===== src/rtl/wclk_guard.sv =====
module wclk_guard #(
  parameter int DLY_W   = 8,
  parameter int WLEN_W  = 5,
  parameter int CH_W    = 4,
  parameter int TMO_CYC = 65535
) (
  input  logic              clk,
  input  logic              rst_n,
  input  logic              bclk_tick,
  input  logic              wclk_edge,
  input  logic              dual_phase,
  input  logic [DLY_W-1:0]  data_delay,
  input  logic [WLEN_W-1:0] word_len,
  input  logic [CH_W-1:0]   chan_cnt,
  input  logic              ev_ptr_err,
  input  logic              ev_bus_err,
  input  logic              ev_out_done,
  input  logic              ev_in_done,
  input  logic              in_ptr_wr,
  input  logic              out_ptr_wr,
  input  logic [5:0]        sw_set,
  input  logic [5:0]        sw_clr,
  input  logic [5:0]        irq_mask,
  output logic [5:0]        flags,
  output logic              irq
);
  localparam int TMO_W   = $clog2(TMO_CYC + 1);
  localparam int MIN_GAP = 4;
  localparam logic [DLY_W-1:0] POS_MAX = '1;
  localparam logic [CH_W-1:0]  CH_MAX  = '1;

  logic [DLY_W-1:0]  pos_q;
  logic [WLEN_W-1:0] wbit_q;
  logic [CH_W-1:0]   chan_q;
  logic              synced_q;
  logic [TMO_W-1:0]  tmo_q;
  logic [5:0]        flags_q, flags_d, hw_set, auto_clr;
  logic              irq_q;

  logic              in_delay, short_gap, early, frame_err, tmo_hit, word_wrap;
  logic [CH_W-1:0]   last_ch;

  assign in_delay  = pos_q < data_delay;
  assign last_ch   = (chan_cnt == '0) ? '0 : chan_cnt - 1'b1;
  assign short_gap = dual_phase && (pos_q < DLY_W'(MIN_GAP));
  assign early     = !dual_phase && (chan_q < last_ch);
  assign frame_err = wclk_edge && synced_q && (in_delay || short_gap || early);
  assign word_wrap = ({1'b0, wbit_q} + 1'b1) >= {1'b0, word_len};
  assign tmo_hit   = !wclk_edge && (tmo_q == TMO_W'(TMO_CYC - 1));

  always_ff @(posedge clk or negedge rst_n) begin
    if (!rst_n) begin
      pos_q    <= '0;
      wbit_q   <= '0;
      chan_q   <= '0;
      synced_q <= 1'b0;
    end else if (wclk_edge) begin
      pos_q    <= '0;
      wbit_q   <= '0;
      chan_q   <= '0;
      synced_q <= !frame_err;
    end else if (bclk_tick) begin
      if (pos_q != POS_MAX) pos_q <= pos_q + 1'b1;
      if (!in_delay) begin
        if (word_wrap) begin
          wbit_q <= '0;
          if (chan_q != CH_MAX) chan_q <= chan_q + 1'b1;
        end else begin
          wbit_q <= wbit_q + 1'b1;
        end
      end
    end
  end

  always_ff @(posedge clk or negedge rst_n) begin
    if (!rst_n)                            tmo_q <= '0;
    else if (wclk_edge)                    tmo_q <= '0;
    else if (tmo_q != TMO_W'(TMO_CYC))     tmo_q <= tmo_q + 1'b1;
  end

  assign hw_set   = {ev_in_done, ev_out_done, tmo_hit, ev_bus_err, frame_err, ev_ptr_err};
  assign auto_clr = {in_ptr_wr, out_ptr_wr, 4'b0000};
  assign flags_d  = hw_set | (~auto_clr & (sw_set | (flags_q & ~sw_clr)));

  always_ff @(posedge clk or negedge rst_n) begin
    if (!rst_n) begin
      flags_q <= '0;
      irq_q   <= 1'b0;
    end else begin
      flags_q <= flags_d;
      irq_q   <= |(flags_q & irq_mask);
    end
  end

  assign flags = flags_q;
  assign irq   = irq_q;
endmodule



===== config.mk =====
export PLATFORM = sky130hd
export DESIGN_NAME = wclk_guard
export DESIGN_NICKNAME = d
export VERILOG_FILES = /design/src/rtl/wclk_guard.sv
export SDC_FILE = /design/constraint.sdc
export NUM_CORES = 1
export LEC_CHECK = 0
export ABC_AREA = 1
export BUFFER_PORTS_ARGS = -buffer_cell sky130_fd_sc_hd__buf_2
export CAP_MARGIN = 20
export CORE_ASPECT_RATIO = 1.25
export CORE_MARGIN = 1.5
export CORE_UTILIZATION = 50
export DETAILED_ROUTE_END_ITERATION = 7
export PLACE_DENSITY = 0.77
export SLEW_MARGIN = 0
export SYNTH_ARGS = -nofsm -noshare
export SYNTH_HDL_FRONTEND = slang
export SYNTH_SLANG_ARGS = --single-unit

===== constraint.sdc =====
create_clock -name clk -period 1.8 [get_ports clk]
set_input_delay 0.18 -clock clk [delete_from_list [all_inputs] [get_ports clk]]
set_output_delay 0.18 -clock clk [all_outputs]
set_load 0.005 [all_outputs]

=== Word-level counts from Yosys, hierarchy flattened ===
Index checks and enable logic that the tools add are counted.

* $add $sub $neg: 6
* Magnitude comparators: 4
* Equal/unequal tests: 5
* Multiplexer cells: 15
* Bitwise operators: 7
* Reductions and logical operators: 20

{| class="wikitable"
|+ Operators by type and width
! kind !! number
|-
| two-way mux 16 bit || 2
|-
| two-way mux 4 bit || 6
|-
| two-way mux 8 bit || 3
|-
| two-way mux 5 bit || 4
|-
| AND 6 bit || 3
|-
| adder 16 x 1 -> 16 bit, second input constant || 1
|-
| == test 16 bit, second input constant || 1
|-
| != test 16 bit, second input constant || 1
|-
| NOT 6 bit || 2
|-
| OR 6 bit || 2
|-
| nonzero test 2 bit || 5
|-
| adder 8 x 1 -> 8 bit, second input constant || 1
|-
| less-than comparator 8 x 3 -> 1 bit, second input constant || 1
|-
| less-than comparator 8 bit || 1
|-
| != test 8 bit, second input constant || 1
|-
| adder 5 x 1 -> 6 bit, second input constant || 1
|-
| >= comparator 6 x 5 -> 1 bit || 1
|-
| OR reduction 6 bit || 1
|-
| adder 5 x 1 -> 5 bit, second input constant || 1
|-
| logical AND 1 bit || 5
|-
| adder 4 x 1 -> 4 bit, second input constant || 1
|-
| logical NOT 4 bit || 1
|-
| less-than comparator 4 bit || 1
|-
| != test 4 bit, second input constant || 1
|-
| other kinds (6) || 10
|}

* Flip-flop bits (word level): 41
* Bits of input ports: 46

=== Logic depth before layout (Yosys ltp) ===
* Word-level depth: 7
* Mapped depth: 13

=== Worst setup path after synthesis ===
OpenSTA, ideal clock, no wires.

* Path type: register to register
* From: reg wbit_q[0]
* To: reg chan_q[2]
* Library setup time: 0.117 ns
* Data arrival time: 1.675 ns
* Data required time: 1.683 ns
* Setup slack: 0.009 ns
* Cell stages (with the launch flop): 11
* Path buffers: 0
* Cell sequence: dfrtp_1 ha_1 nand3_1 xor2_1 inv_1 ha_1 nand2_1 a21oi_2 nand2_1 nand2_1 nand2_1

* Cells in the longest elaborated chain, start to end: 4

{| class="wikitable"
|+ Ends and longest elaborated chain
! element !! line !! RTL
|-
| from (decl) || 33 || <nowiki>logic [WLEN_W-1:0] wbit_q;</nowiki>
|-
| from (signal assigned) || 69 || <nowiki>wbit_q <= wbit_q + 1'b1;</nowiki>
|-
| adder 5 x 1 -> 6 bit || 48 || <nowiki>assign word_wrap = ({1'b0, wbit_q} + 1'b1) >= {1'b0, word_len};</nowiki>
|-
| >= comparator 6 x 5 -> 1 bit || 48 ||
|-
| nonzero test 2 bit (no source line) || - ||
|-
| AND reduction 4 bit (no source line) || - ||
|-
| to (signal assigned) || 67 || <nowiki>if (chan_q != CH_MAX) chan_q <= chan_q + 1'b1;</nowiki>
|-
| to (decl) || 34 || <nowiki>logic [CH_W-1:0] chan_q;</nowiki>
|}

Every way passes these cells.
A chain may end at the register's enable or synchronous reset.

=== Worst setup path in the final report ===
* From: reg wbit_q[0]
* To: reg chan_q[3]

The elaborated chain is that of the path after synthesis.

==> metrics.md <==
| Metric | Value |
|---|---|
| Failing checks | `setup timing` |
| Vias in the first global route | `2459` |
| HP Class | `input pin to flip-flop` |
| Post-DP Area | `3166 um^2` |
| Fillers | `439` |
| Die Ht | `85.75 um` |
| Seq pwr share | `46.6%` |
| TritonCTS clock tree | `built` |
| Commonest non-fill, non-tap cell in the layout | `nand2_1` |
| Total congestion overflow | `0` |
| Register area | `1027 um^2` |
| CTS Buffer Depth | `2` |
| Clock latency on the worst-skew pair | `0.30 ns` |
| Layout net count | `502` |
| Maximum vdd ir drop | `0.3713 mV` |
| DP Worst Slack | `-0.1289 ns` |
| Final setup TNS | `-0.1970 ns` |
| Share of the synthesized area in the top cell type | `37.46%` |
| Final core utilization | `65.16%` |
| Mapped Nets | `431` |
| YS warnings | `0` |
| Tcrit/Tclk final | `104.1%` |
| Sequential-to-total area share from yosys stat | `37.46%` |
| Worst Tran Pin Value | `0.4534 ns` |
| Initial DRC count | `179` |
| Mapped Cells | `365` |
| Leak | `1.785 nW` |
| Global Route Usage Sum | `21.26%` |
| Switch Pwr | `0.6308 mW` |
| Status | `complete, but fails checks` |
| Pwr Total | `2.218 mW` |
| Pin count of the biggest net entering global routing | `24` |
| Gp weighted congestion | `0.8499` |
| # IOs | `53` |
| Overall die width | `69.20 um` |
| Flops & latches, synth | `41` |
| Initial antenna violation count | `0` |
| Comb pwr share | `19.0%` |
| Synthesized area | `2739 um^2` |
| First-pass GRT wire length | `10.39 mm` |
| Core ar. | `5189 um^2` |
| Average cell area after synthesis | `7.504 um^2` |
| Final Max Tran Viols | `0` |
| Crit path from | `wbit_q[0]` |
| Routed vias | `2575` |
| Via/cell ratio | `5.160` |
| Crit start category | `flip-flop` |
| Min Tclk post-route | `1.874 ns` |
| Clk_skew | `0.004049 ns` |
| Total Routed Length | `5.842 mm` |
| Post-route ant nets | `0` |
| Clock-pin slew on the worst setup and hold paths | `0.09 ns` |
| Worst setup margin | `-0.07434 ns` |
| CTS HTree Levels | `2` |
| Drt drc | `0` |
| CTS root buffer | `clkbuf_8` |
| Clock sink count | `41` |
| Worst path required time | `2.00 ns` |
| Crit Path Category | `flip-flop to flip-flop` |
| FF-to-FF Start | `wbit_q[0]` |
| Worst hold start | `in_ptr_wr` |
| DR WL/cell | `11.71 um` |
| Area of the multi-input gates | `1511 um^2` |
| IO buf count | `52` |
| Final Hold Viols | `0` |
| Synth area leader | `dfrtp_1` |
| Fin area | `3381 um^2` |
| Initial Utilization | `52.79%` |
| Ant diodes | `0` |
| Cell Int Power | `1.587 mW` |
| Max-cap viol count | `0` |
| Distinct cells, synth | `35` |
| Area Growth Syn to Fin | `23.44%` |
| Clock network fraction of total power | `34.4%` |
| Share of cells above drive strength 1 | `25.63%` |
| Detailed Place HPWL | `4.479 mm` |
| Crit path max fanout | `4` |
| Cts bufs inserted | `5` |
| Sw Share | `28.44%` |
| Arr. time, crit path | `2.07 ns` |
| Core Rows | `29` |
| Final setup vio count | `3` |
| Slew HR | `69.77%` |
| Pwr Density | `656.0 nW/um^2` |
| FMAX | `0.5335 GHz` |
| Worst setup EP type | `flip-flop` |
| Most frequent cells in the layout | `nand2_1, inv_1, buf_2` |
| Main area contributors after synthesis | `dfrtp_1, nand2_1, ha_1` |
| Drt pass-1 iters | `4` |
| Die area | `5934 um^2` |
| RSZ-0062 raised after global routing | `true` |
[path summary, 6_finish.rpt]
kind                             end  slack (ns)  cells past startpoint
max                        chan_q[3]       -0.07                     10
min                         flags[5]        0.05                      2
max reg2reg                chan_q[3]       -0.07                     10
min reg2reg                 tmo_q[5]        0.51                      1
max in group asynchronous  wbit_q[0]        0.95                      3
min in group asynchronous   flags[2]        0.37                      2
[layer usage]
| layer | routed length (um) | track usage [%] | vias up |
|---|---|---|---|
| li1 | - | - | 1328 |
| met1 | 2523 | 24.66 | 1163 |
| met2 | 2939 | 38.64 | 74 |
| met3 | 265 | 3.995 | 10 |
| met4 | 115 | 8.378 | 0 |
| met5 | 0 | 0 | - |
[registers in the layout (all words and copies together) (netlist names)]
name      count
pos_q         8
wbit_q        5
tmo_q        16
chan_q        4
irq           1
synced_q      1
flags         6
[kinds of logic after synthesis]
| kind of cell | synth area share [%] |
|---|---|
| simple gates | 30.20 |
| buf+inv | 10.32 |
| compound gates | 11.28 |
| flops | 37.46 |
| fa+ha+maj | 9.137 |
| xor+xnor | 1.599 |
[power by group through the flow]
stage / sequential, mW / clock (mW) / combinational (mW)
after floorplan: 1.04 / 0 / 0.230
after global placement: 1.04 / 0 / 0.374
after detailed placement: 1.04 / 0 / 0.395
after CTS: 1.03 / 0.771 / 0.410
after global routing: 1.04 / 0.823 / 0.491
final: 1.03 / 0.764 / 0.421
[what timing repair did]
action,4_1_cts,5_1_grt
setup endpoints to repair,9,10
pin swaps,6,8
setup buffers,1,0
hold endpoints to repair,18,0
gates resized for setup,6,13
hold buffers,1,0
[worst max-delay path, stage by stage, from the launching register on]
cell	delay [ns]
dfrtp_2	0.45
ha_4	0.19
nand3_2	0.08
xor2_2	0.18
inv_2	0.07
ha_4	0.17
nor3_4	0.24
a21oi_4	0.10
buf_4	0.16
nand3_1	0.09
nand2_1	0.05
[layout make-up]
| type | count | share of cell area [%] |
|---|---|---|
| Clock inverter | 3 | 1.369 |
| Tap cell | 62 | 2.295 |
| Inverter | 64 | 7.291 |
| Multi-Input combinational cell | 255 | 44.71 |
| Clock buffer | 5 | 2.036 |
| Timing Repair Buffer | 69 | 11.92 |
| Sequential cell | 41 | 30.39 |
[cell usage after synthesis, drive strengths merged]
library cell / count
o21bai: 3
and2: 1
xor2: 5
dfrtp: 41
clkbuf: 3
nand4: 11
inv: 62
a31oi: 2
o21ai: 21
clkinv: 2
a211oi: 2
ha: 20
nand3: 28
nand2: 87
a22o: 1
nor4: 1
o21a: 2
nor2: 40
a221oi: 1
nor3: 5
o31ai: 3
a21oi: 19
nand3b: 3
buf: 2
[through the flow]
step / cells / hold WS, ns
6_report: 499 / 0.04974
5_1_grt: 499 / 0.05065
4_1_cts: 499 / 0.04625
3_5_place_dp: 489 / 0.1551
3_3_place_gp: 489 / 0.1467
2_1_floorplan: 365 / -0.1156
(Power assumes the default switching activity.)
